File: src/rtl/lat_pkg.sv
`timescale 1ns/1ps
// Shared constants and types for the latency counter pair.
// Assumes a selector word whose class/mask layout is fixed by software.
package lat_pkg;
    localparam int unsigned SEL_W       = 25;
    localparam int unsigned NONE_BIT    = 0;
    localparam int unsigned CLASS_LSB   = 1;
    localparam int unsigned CLASS_W     = 4;
    localparam int unsigned MASK_BASE   = 5;
    localparam int unsigned MASK_STRIDE = 2;
    localparam logic [3:0]  LAT_CLASS   = 4'd5;

    typedef enum logic [1:0] {
        ADDR_SEL  = 2'd0,
        ADDR_SUM  = 2'd1,
        ADDR_MM   = 2'd2,
        ADDR_SEL2 = 2'd3
    } csr_addr_e;
endpackage

File: src/rtl/lat_event_select.sv
`timescale 1ns/1ps
// Qualifies per-source strobes with the selector's enables, class and
// "no event" flag, then merges them into one start and one end strobe.
// Assumes strobes are single-cycle pulses synchronous to clk.
module lat_event_select #(
    parameter int unsigned NSRC = 6
) (
    input  logic [NSRC-1:0] en_i,
    input  logic [3:0]      class_i,
    input  logic            none_i,
    input  logic [NSRC-1:0] start_i,
    input  logic [NSRC-1:0] end_i,
    output logic            start_hit_o,
    output logic            end_hit_o
);
    import lat_pkg::*;

    logic active;

    // Merge enabled strobes when the latency class is selected.
    always_comb begin
        active      = (class_i == LAT_CLASS) && !none_i;
        start_hit_o = active && |(start_i & en_i);
        end_hit_o   = active && |(end_i & en_i);
    end
endmodule

File: src/rtl/lat_tracker.sv
`timescale 1ns/1ps
// Tracks one outstanding transaction and measures its latency in cycles.
// Assumes merged start/end strobes; the cycle count saturates at all ones.
module lat_tracker #(
    parameter int unsigned CNT_W = 32
) (
    input  logic             clk,
    input  logic             rst_n,
    input  logic             start_hit_i,
    input  logic             end_hit_i,
    output logic             busy_o,
    output logic             done_o,
    output logic [CNT_W-1:0] lat_o
);
    localparam logic [CNT_W-1:0] CNT_MAX = '1;

    logic [CNT_W-1:0] cnt_q;

    // Latency of a transaction ending this cycle, saturating.
    always_comb begin
        done_o = busy_o && end_hit_i;
        lat_o  = (cnt_q == CNT_MAX) ? CNT_MAX : cnt_q + 1'b1;
    end

    // Busy flag and cycle counter: begin on start, close on end.
    always_ff @(posedge clk) begin
        if (!rst_n) begin
            busy_o <= 1'b0;
            cnt_q  <= '0;
        end else if (!busy_o) begin
            if (start_hit_i) begin
                busy_o <= 1'b1;
                cnt_q  <= '0;
            end
        end else if (end_hit_i) begin
            busy_o <= start_hit_i;
            cnt_q  <= '0;
        end else if (cnt_q != CNT_MAX) begin
            cnt_q <= cnt_q + 1'b1;
        end
    end
endmodule

File: src/rtl/lat_accum.sv
`timescale 1ns/1ps
// Holds the latency total and the packed max/min word.
// Software writes take precedence over a same-cycle completion update.
module lat_accum #(
    parameter int unsigned DATA_W = 32
) (
    input  logic              clk,
    input  logic              rst_n,
    input  logic              done_i,
    input  logic [DATA_W-1:0] lat_i,
    input  logic              wr_sum_i,
    input  logic              wr_mm_i,
    input  logic [DATA_W-1:0] wdata_i,
    output logic [DATA_W-1:0] sum_o,
    output logic [DATA_W-1:0] mm_o
);
    localparam int unsigned FIELD_W = DATA_W / 2;
    localparam logic [FIELD_W-1:0] FIELD_MAX = '1;

    logic [FIELD_W-1:0] lat_sat;
    logic [FIELD_W-1:0] max_nxt;
    logic [FIELD_W-1:0] min_nxt;

    // Clip the latency and compute the new extremes.
    always_comb begin
        lat_sat = (|lat_i[DATA_W-1:FIELD_W]) ? FIELD_MAX : lat_i[FIELD_W-1:0];
        max_nxt = (lat_sat > mm_o[DATA_W-1:FIELD_W]) ? lat_sat : mm_o[DATA_W-1:FIELD_W];
        min_nxt = (lat_sat < mm_o[FIELD_W-1:0]) ? lat_sat : mm_o[FIELD_W-1:0];
    end

    // Total register: write wins, otherwise accumulate on completion.
    always_ff @(posedge clk) begin
        if (!rst_n)
            sum_o <= '0;
        else if (wr_sum_i)
            sum_o <= wdata_i;
        else if (done_i)
            sum_o <= sum_o + lat_i;
    end

    // Packed extremes: write wins, otherwise fold in on completion.
    always_ff @(posedge clk) begin
        if (!rst_n)
            mm_o <= {{FIELD_W{1'b0}}, FIELD_MAX};
        else if (wr_mm_i)
            mm_o <= wdata_i;
        else if (done_i)
            mm_o <= {max_nxt, min_nxt};
    end
endmodule

File: src/rtl/lat_pair_top.sv
`timescale 1ns/1ps
// Latency counter pair: selector register, source qualification,
// transaction tracker, accumulators and the register read/write port.
// Assumes DATA_W is even and at least the selector width.
module lat_pair_top #(
    parameter int unsigned NSRC   = 6,
    parameter int unsigned DATA_W = 32
) (
    input  logic              clk,
    input  logic              rst_n,
    input  logic [NSRC-1:0]   start_i,
    input  logic [NSRC-1:0]   end_i,
    input  logic              csr_we_i,
    input  logic [1:0]        csr_addr_i,
    input  logic [DATA_W-1:0] csr_wdata_i,
    output logic [DATA_W-1:0] csr_rdata_o
);
    import lat_pkg::*;

    logic [SEL_W-1:0]  sel_q;
    logic [NSRC-1:0]   src_en;
    logic              start_hit;
    logic              end_hit;
    logic              busy;
    logic              done;
    logic [DATA_W-1:0] lat;
    logic              wr_sum;
    logic              wr_mm;
    logic [DATA_W-1:0] sum_q;
    logic [DATA_W-1:0] mm_q;

    // Pick the enable bit of each source out of the mask field.
    for (genvar k = 0; k < NSRC; k++) begin : g_en
        assign src_en[k] = sel_q[MASK_BASE + MASK_STRIDE*k];
    end

    // Decode register writes to the result registers.
    always_comb begin
        wr_sum = csr_we_i && (csr_addr_i == ADDR_SUM);
        wr_mm  = csr_we_i && (csr_addr_i == ADDR_MM);
    end

    // Selector register; the second selector slot has no storage.
    always_ff @(posedge clk) begin
        if (!rst_n)
            sel_q <= '0;
        else if (csr_we_i && csr_addr_i == ADDR_SEL)
            sel_q <= csr_wdata_i[SEL_W-1:0];
    end

    lat_event_select #(.NSRC(NSRC)) u_select (
        .en_i        (src_en),
        .class_i     (sel_q[CLASS_LSB +: CLASS_W]),
        .none_i      (sel_q[NONE_BIT]),
        .start_i     (start_i),
        .end_i       (end_i),
        .start_hit_o (start_hit),
        .end_hit_o   (end_hit)
    );

    lat_tracker #(.CNT_W(DATA_W)) u_track (
        .clk         (clk),
        .rst_n       (rst_n),
        .start_hit_i (start_hit),
        .end_hit_i   (end_hit),
        .busy_o      (busy),
        .done_o      (done),
        .lat_o       (lat)
    );

    lat_accum #(.DATA_W(DATA_W)) u_accum (
        .clk      (clk),
        .rst_n    (rst_n),
        .done_i   (done),
        .lat_i    (lat),
        .wr_sum_i (wr_sum),
        .wr_mm_i  (wr_mm),
        .wdata_i  (csr_wdata_i),
        .sum_o    (sum_q),
        .mm_o     (mm_q)
    );

    // Read multiplexer over the four register slots.
    always_comb begin
        unique case (csr_addr_i)
            ADDR_SEL: csr_rdata_o = {{(DATA_W-SEL_W){1'b0}}, sel_q};
            ADDR_SUM: csr_rdata_o = sum_q;
            ADDR_MM:  csr_rdata_o = mm_q;
            default:  csr_rdata_o = '0;
        endcase
    end
endmodule

File: config.mk
export PLATFORM = sky130hd
export DESIGN_NAME = lat_pair_top
export DESIGN_NICKNAME = d
export VERILOG_FILES = /design/src/rtl/lat_pkg.sv /design/src/rtl/lat_event_select.sv /design/src/rtl/lat_tracker.sv /design/src/rtl/lat_accum.sv /design/src/rtl/lat_pair_top.sv
export SDC_FILE = /design/constraint.sdc
export NUM_CORES = 1
export LEC_CHECK = 0
export BUFFER_PORTS_ARGS = -buffer_cell sky130_fd_sc_hd__buf_2
export CAP_MARGIN = 0
export CELL_PAD_IN_SITES_DETAIL_PLACEMENT = 0
export CELL_PAD_IN_SITES_GLOBAL_PLACEMENT = 2
export CORE_MARGIN = 4
export CORE_UTILIZATION = 33
export CTS_BUF_LIST = sky130_fd_sc_hd__clkbuf_16
export CTS_CLUSTER_DIAMETER = 50
export DETAILED_ROUTE_END_ITERATION = 7
export PLACE_DENSITY_LB_ADDON = 0.1
export RECOVER_POWER = 50
export SLEW_MARGIN = 20
export SYNTH_ARGS = -nofsm -noshare
export SYNTH_HDL_FRONTEND = slang
export SYNTH_HIERARCHICAL = 1
export SYNTH_SLANG_ARGS = --single-unit
File: constraint.sdc
create_clock -name clk -period 5 [get_ports clk]
set_input_delay 0.5 -clock clk [delete_from_list [all_inputs] [get_ports clk]]
set_output_delay 0.5 -clock clk [all_outputs]
set_load 0.01 [all_outputs]
==> reports/qor.txt, run 1 <==
Clock Sinks: 122
H-tree levels: 4
Core ar.: 0.0278 mm^2
Clk_lat worst skew: 0.43 ns
DRC Markers: 0
CTS max path bufs: 2
Worst hold path class: input port to flop
TritonCTS buffer count: 17
First-pass GRT wire length: 54700 um
WHS Endpoint: u_accum/mm_o[0]
Hold path cells: 3
Max Fanout on Critical Path: 17
I/O Pins: 81
Final Hold Fails: 0
First-pass DRT Iterations: 4
Hold Buf Count CTS: 0
Final wirelength: 36200 um
Register bit total from synthesis: 122
Post-route minimum period: 4.74 ns
Total power: 2.62 mW
Fin crit share: 94.8%
Pins over their slew limit: 49
Ant diodes: 0
Min-delay src: csr_wdata_i[0]
Pleak: 4.75 nW
R2R Setup Slk: 0.26 ns
Number of synthesized flops with an enable pin: 0
Mapped Cells: 1179
Peak supply drop: 0.000219 V
Pwr/cell area: 241 mW/mm^2
Failing checks: max-capacitance violations, max-slew violations
CP startpoint kind: flop
Starting DRT DRC Count: 577
F_max: 211 MHz
Max Cap Violations: 3
Final setup violation count: 0
Clock Skews: 0.00923 ns
Avg Cell Area, Syn: 7.90 um^2
Die height: 176 um
CP endpoint kind: flop
Remaining antenna violation count: 0
Crit. Startpoint: u_track/cnt_q[14]
Clock-pin slew on the worst setup and hold paths: 0.06 ns
Worst flop-to-flop path endpoint: u_accum/mm_o[31]
Post-synth net total: 1292
Crit path kind: flop to flop
Area Overhead vs Synth: 16.9%
Initial Util: 33.5%
Largest net degree at the start of global routing: 63
Vias per cell: 5.52
Crit Reg-Reg Startpoint: u_track/cnt_q[14]
Vias in the first global route: 8927
# rows: 61
CTS tree: yes
Clk root buf: clkbuf_16
# placed instances: 1611
Die ar.: 0.0310 mm^2
Nets: 1368
WL/cell: 22.0 um
Synth cell types: 76
Remaining global-route overflow: 0
Post-DP HPWL: 28000 um
Die width: 176 um
Post-Syn Area: 0.00931 mm^2
Initial antenna violation count: 0
Share of cells above drive strength 1: 16.1%
Final std cells w/o fill: 1646
Max-slew headroom: -9.00%
CP arrival: 5.04 ns
GPL Wtd Cong: 0.872
Outcome: complete, but fails checks
Register area share after synthesis: 26.2%
Critical path data required time: 5.30 ns
Synth Flop Type: dfxtp_1
Buffers on Ports: 80
Yosys Warn Count: 6
GRT Total Usage: 23.0%
Measured slew at the worst slew-check pin: 1.63 ns
DR vias: 9092
Async set or reset register ratio after synthesis: 0%
Worst r2r path cells: 21
-- cell families (layout without fill, tap and decap cells) --
family / Yosys count / after routing / synth area share (%)
AOI/OAI and AO/OA: 344 / 344 / 25.0
adders and majority gates: 64 / 64 / 8.68
muxes: 68 / 68 / 7.40
and+or+nand+nor: 379 / 379 / 20.5
buffers and inverters: 153 / 242 / 7.54
DFF: 122 / 122 / 26.2
xor gates and xnor gates: 49 / 49 / 4.61
-- area by class of cell --
class / count / area (um^2)
clock buffer: 17 / 425
multi-input combinational: 904 / 6240
tap: 378 / 473
timing repair buffer: 143 / 856
sequential: 122 / 2450
fill: 2985 / 16900
clock inverter: 15 / 181
inverter: 67 / 251
-- worst max-delay path by stage --
stage	to	slack, ns	cells past startpoint
3_5_place_dp	u_accum/mm_o[21]	0.02	21
6_report	u_accum/mm_o[31]	0.26	21
5_1_grt	u_accum/mm_o[3]	-0.006	20
2_1_floorplan	u_accum/mm_o[27]	0.31	23
4_1_cts	u_accum/mm_o[21]	0.001	21
3_3_place_gp	u_accum/mm_o[19]	-0.002	21
-- what timing repair did --
| item | 4_1_cts | 5_1_grt |
|---|---|---|
| resized for setup | 0 | 39 |
| setup buffers | 0 | 1 |
| setup endpoints to repair | 0 | 34 |
-- placed cells by master, fill, tap and decap left out, types with 46 or more instances in the layout --
cell type,count
nand2_1,132
dfxtp_1,116
a21oi_1,103
nor2_1,70
inv_1,68
buf_2,65
mux2i_1,64
ha_1,62
buf_4,57
o21ai_0,50
nand3_1,46
-- critical path: stages (launching register included) --
cell	delay (ns)
dfxtp_1	0.42
nand4_1	0.19
or2_4	0.34
or4_4	0.53
a21oi_1	0.18
mux2i_1	0.14
nor4_2	0.30
nand4_1	0.21
buf_6	0.22
nor2_1	0.25
inv_1	0.12
ha_1	0.19
a21o_1	0.18
a21o_1	0.17
a21oi_1	0.16
o21ai_0	0.11
a21o_1	0.18
o211ai_1	0.16
buf_4	0.15
buf_6	0.15
nand4b_1	0.10
o311ai_0	0.15
-- flip-flops by register name, indices dropped and copies added (netlist names) --
| name | flops |
|---|---|
| u_accum/mm_o | 32 |
| u_accum/sum_o | 32 |
| u_track/cnt_q | 32 |
| sel_q | 25 |
| u_track/busy_o | 1 |
-- where the power goes --
group | leakage, nW | total (mW) | switching (mW) | internal (mW)
Sequential | 0.995 | 1.03 | 0.0309 | 1.00
Clock | 0.293 | 1.32 | 0.493 | 0.825
Combinational | 3.46 | 0.269 | 0.170 | 0.0997
Total | 4.75 | 2.62 | 0.693 | 1.93
-- through the flow --
| step | utilization (%) | setup TNS, ns | worst slack, ns | instance area [um^2] | hold slack (ns) |
|---|---|---|---|---|---|
| after global routing | 39.2 | -0.0194 | -0.00648 | 10900 | 0.347 |
| after detailed placement | 36.7 | 0 | 0.0234 | 10200 | 0.446 |
| after floorplan | - | 0 | 0.309 | 9310 | 0.434 |
| after global placement | 36.7 | -0.00739 | -0.00249 | 10200 | 0.442 |
| final | 39.2 | 0 | 0.261 | 10900 | 0.343 |
| after CTS | 38.9 | 0 | 0.00119 | 10800 | 0.327 |
-- synthesized netlist by cell type, types with 10 or more instances --
library cell / n / area share (%)
o311ai_0: 16 / 1.5
buf_2: 21 / 1.1
nand2_1: 133 / 5.4
a21oi_1: 102 / 5.5
dfxtp_1: 122 / 26
mux2i_1: 64 / 6.9
nor4_1: 11 / 0.74
a21o_1: 29 / 2.3
and3_1: 11 / 0.74
nand3_1: 46 / 2.5
nor2_1: 71 / 2.9
o21ai_0: 45 / 2.4
nand4b_1: 16 / 1.5
a211oi_1: 12 / 0.97
and4_1: 10 / 0.94
xnor2_1: 31 / 2.9
nand4_1: 25 / 1.7
nor3_1: 10 / 0.54
clkbuf_1: 47 / 1.9
o2bb2ai_1: 25 / 2.4
ha_1: 63 / 8.5
a31oi_1: 19 / 1.3
xor2_1: 18 / 1.7
inv_1: 67 / 2.7
o21ai_1: 10 / 0.54
o221ai_1: 17 / 1.6
-- routing by layer --
metal | part of all wire, % | track usage [%] | up-vias
met4 | 1.0 | 4.26 | 0
met5 | 0 | 0 | -
met3 | 4.7 | 4.75 | 21
met1 | 48 | 32.5 | 4402
met2 | 46 | 36.8 | 193
li1 | - | - | 4476
Note: power is estimated with default switching activity, not from simulation.
==> inputs of run 2 (changes only) <==
- CORE_UTILIZATION: 33 -> 32
- SYNTH_HIERARCHICAL: 1 -> default
==> run 2 against run 1 <==
Net effect:
- die area is 0.23% higher
- core utilization is 0.43 points lower
- global-route usage is 0.89 points higher
- clock skew grew 0.0032 ns
- fmax fell by 0.12%
- synthesized cell count increased by 5.7%
- design area down 0.82%
- worst setup slack got worse by 0.0056 ns
- sequential cell count unchanged
- largest cell class unchanged
- first-iteration DRC count rose by 30%
- the flow now finishes without violations
- register-to-register slack about the same
- critical path type unchanged
==> reports/qor.txt, run 2 <==
I/O Pins: 81 (unchanged)
Synth Flop Type: dfxtp_1
Synth cell types: 68 (-11%)
# rows: 61 (unchanged)
Biggest regs: u_accum.mm_o: 32 flops, u_accum.sum_o: 32 flops, u_track.cnt_q: 32 flops
Die height: 176 um (+0.12%)
WL/cell: 21.8 um (-0.71%)
Synth top area share: 27.0% (+0.75 points)
CP endpoint kind: flop
CTS max path bufs: 2 (unchanged)
Crit path kind: flop to flop
Hold Slack: 0.315 ns (-0.0274 ns)
Max-slew headroom: 10.9% (+20 points)
Starting DRT DRC Count: 748 (+30%)
Critical path data required time: 5.29 ns (about the same)
Area Overhead vs Synth: 19.3%
Clock-pin slew on the worst setup and hold paths: 0.07 ns (about the same)
Final Core Density: 38.7% (-0.43 points)
Mapped Cells: 1246 (+5.7%)
Die ar.: 0.0310 mm^2 (+0.23%)
Async set or reset register ratio after synthesis: 0% (unchanged)
Post-synth top area cell: dfxtp_1
First-pass GRT wire length: 56700 um (+3.7%)
Clock Sinks: 122 (unchanged)
Final Hold Fails: 0 (unchanged)
Routing usage on met2: 37.5% (+0.76 points)
TritonCTS buffer count: 17 (unchanged)
Initial Util: 32.5% (-1.0 points)
Buffers on Ports: 80 (unchanged)
Pwr/cell area: 236 mW/mm^2 (-1.8%)
Clk network pwr share: 49.3% (-1.0 points)
Total power: 2.55 mW (-2.6%)
Peak supply drop: 0.000211 V (-3.6%)
F_max: 211 MHz (-0.12%)
Seq pwr share: 40.6% (+1.2 points)
First-pass DRT Iterations: 6 (+2)
Setup TNS: 0 ns (unchanged)
Initial antenna violation count: 0 (unchanged)
Most frequent cells in the layout: nand2_1 (210), dfxtp_1 (120), a21oi_1 (116), nor2_1 (84), o21ai_0 (80)
GR peak layer: met2
Post-Syn Area: 0.00905 mm^2 (-2.8%)
Most frequent cell after synthesis: nand2_1
Ant diodes: 0 (unchanged)
GRT met1 Usage: 34.5% (+2.0 points)
CTS tree: yes
Clk root buf: clkbuf_16
Die width: 176 um (+0.12%)
P_sw: 727 uW (+4.9%)
Post-synth net total: 1359 (+5.2%)
GRT Total Usage: 23.9% (+0.89 points)
Internal: 1.82 mW (-5.3%)
Remaining global-route overflow: 0 (unchanged)
CP startpoint kind: flop
GPL Wtd Cong: 0.891 (+2.1%)
Outcome: finished clean
Max Cap Violations: 0 (-3)
Avg Cell Area, Syn: 7.26 um^2 (-8.0%)
Register area share after synthesis: 27.0% (+0.75 points)
Vias in the first global route: 8967 (+0.45%)
Pins over their slew limit: 0 (-100%)
Register bit total from synthesis: 122 (unchanged)
Largest net degree at the start of global routing: 59 (-6.3%)
DR vias: 9507 (+4.6%)
Worst hold path class: input port to flop
Switching share of power: 28.5% (+2.0 points)
Clock Skews: 0.0124 ns (+0.00322 ns)
Core ar.: 0.0279 mm^2 (+0.28%)
Final setup violation count: 0 (unchanged)
DRC Markers: 0 (unchanged)
Clk_lat worst skew: 0.43 ns (about the same)
CP arrival: 5.04 ns (about the same)
Vias per cell: 5.51 (-0.22%)
Most common library cells after synthesis: nand2_1 (210), dfxtp_1 (122), a21oi_1 (116), nor2_1 (85), o21ai_0 (79)
Yosys Warn Count: 0 (-6)
Final wirelength: 37700 um (+4.1%)
Pleak: 4.74 nW (about the same)
Share of cells above drive strength 1: 13.1% (-3.0 points)
H-tree levels: 4 (unchanged)
Post-DP HPWL: 29000 um (+3.8%)
Most common cell after layout, fill and taps aside: nand2_1
Post-route minimum period: 4.74 ns (+0.00558 ns)
Fin crit share: 94.9% (+0.11 points)
Max Fanout on Critical Path: 16 (-1)
Area contributors post-synth: dfxtp_1 (27%), ha_1 (8.7%), nand2_1 (8.7%)
Combinational Power Share: 10.2% (about the same)
Nets: 1447 (+5.8%)
Measured slew at the worst slew-check pin: 1.34 ns (-0.295 ns)
Met3 Use GR: 3.94% (-0.81 points)
Remaining antenna violation count: 0 (unchanged)
Number of synthesized flops with an enable pin: 0 (unchanged)
-- run 2: cell count changes in the layout (fill, tap and decap cells not counted), moves of 15 or more --
cell	delta
buf_2	-15
clkbuf_1	+18
inv_1	-20
mux2i_1	-22
nand2_1	+78
nand3_1	+23
nand4b_1	-16
nor3_1	+18
o211ai_1	+21
o21ai_0	+30
o221ai_1	-16
o2bb2ai_1	-25
o311ai_0	-15
-- run 2: final timing paths --
check	startpoint	slack (ns)	cells after the start	endpoint
min	csr_wdata_i[25]	0.32	3	u_accum.mm_o[25]
min reg2reg	sel_q[6]	0.46	2	sel_q[6]
max	u_track.cnt_q[0]	0.26	19	u_accum.mm_o[28]
max reg2reg	u_track.cnt_q[0]	0.26	19	u_accum.mm_o[28]
-- run 2: power groups by stage --
stage	clock (mW)	combinational (mW)	sequential, mW
4_1_cts	1.28	0.264	1.03
6_report	1.26	0.259	1.03
2_1_floorplan	0	0.159	1.04
3_5_place_dp	0	0.263	1.06
5_1_grt	1.32	0.287	1.04
3_3_place_gp	0	0.261	1.06
-- run 2: what timing repair did --
item / in CTS / in global routing
hold buffers: 0 / 0
buffers inserted: 0 / 2
gates cloned: 0 / 1
pin swaps: 0 / 4
endpoints found under the setup margin: 26 / 45
resized for setup: 2 / 22
-- run 2: final cells by class --
type                    instances  area, um^2
fillers                      3035       17100
multi-input cells             994        6200
flip-flops and latches        122        2440
repair buffers                150         911
well taps                     378         473
clock buffers                  17         425
inverters                      49         185
clock inverters                15         153
-- run 2: cell families after synthesis --
logic type,synth area share [%]
muxes,4.89
AOI/OAI and AO/OA,23.6
DFF,27.0
buffers and inverters,5.54
xor gates and xnor gates,4.55
and+or+nand+nor,25.5
adders and majority gates,8.93
-- run 2: critical path, cell delays in order, from the launching register on --
cell and delay, ns:
dfxtp_1 0.38, ha_1 0.18, nand3_1 0.11, or4_4 0.51, or2_4 0.31, nor4b_4 0.27
o22ai_2 0.13, nor3_4 0.19, buf_12 0.17, buf_4 0.14, nand3_1 0.17, buf_4 0.23
ha_1 0.30, nand4_1 0.08, nor2_1 0.05, a21oi_1 0.18, nand3_1 0.18, o21ai_4 0.64
mux2i_1 0.29, o21ai_0 0.09
-- run 2: per-stage QoR --
step | area [um^2] | setup slack [ns] | cells
after detailed placement | 10200 | -0.106 | 1690
after global placement | 10200 | -0.0282 | 1690
final | 10800 | 0.256 | 1725
after global routing | 10800 | -0.0123 | 1725
after floorplan | 9050 | 0.00840 | 1246
after CTS | 10800 | 0.0348 | 1722
-- run 2: per-layer routing --
layer	routed length, um	part of all wire (%)
met5	0	0
met4	572	1.5
met3	1960	5.2
met2	16900	45
met1	18200	48
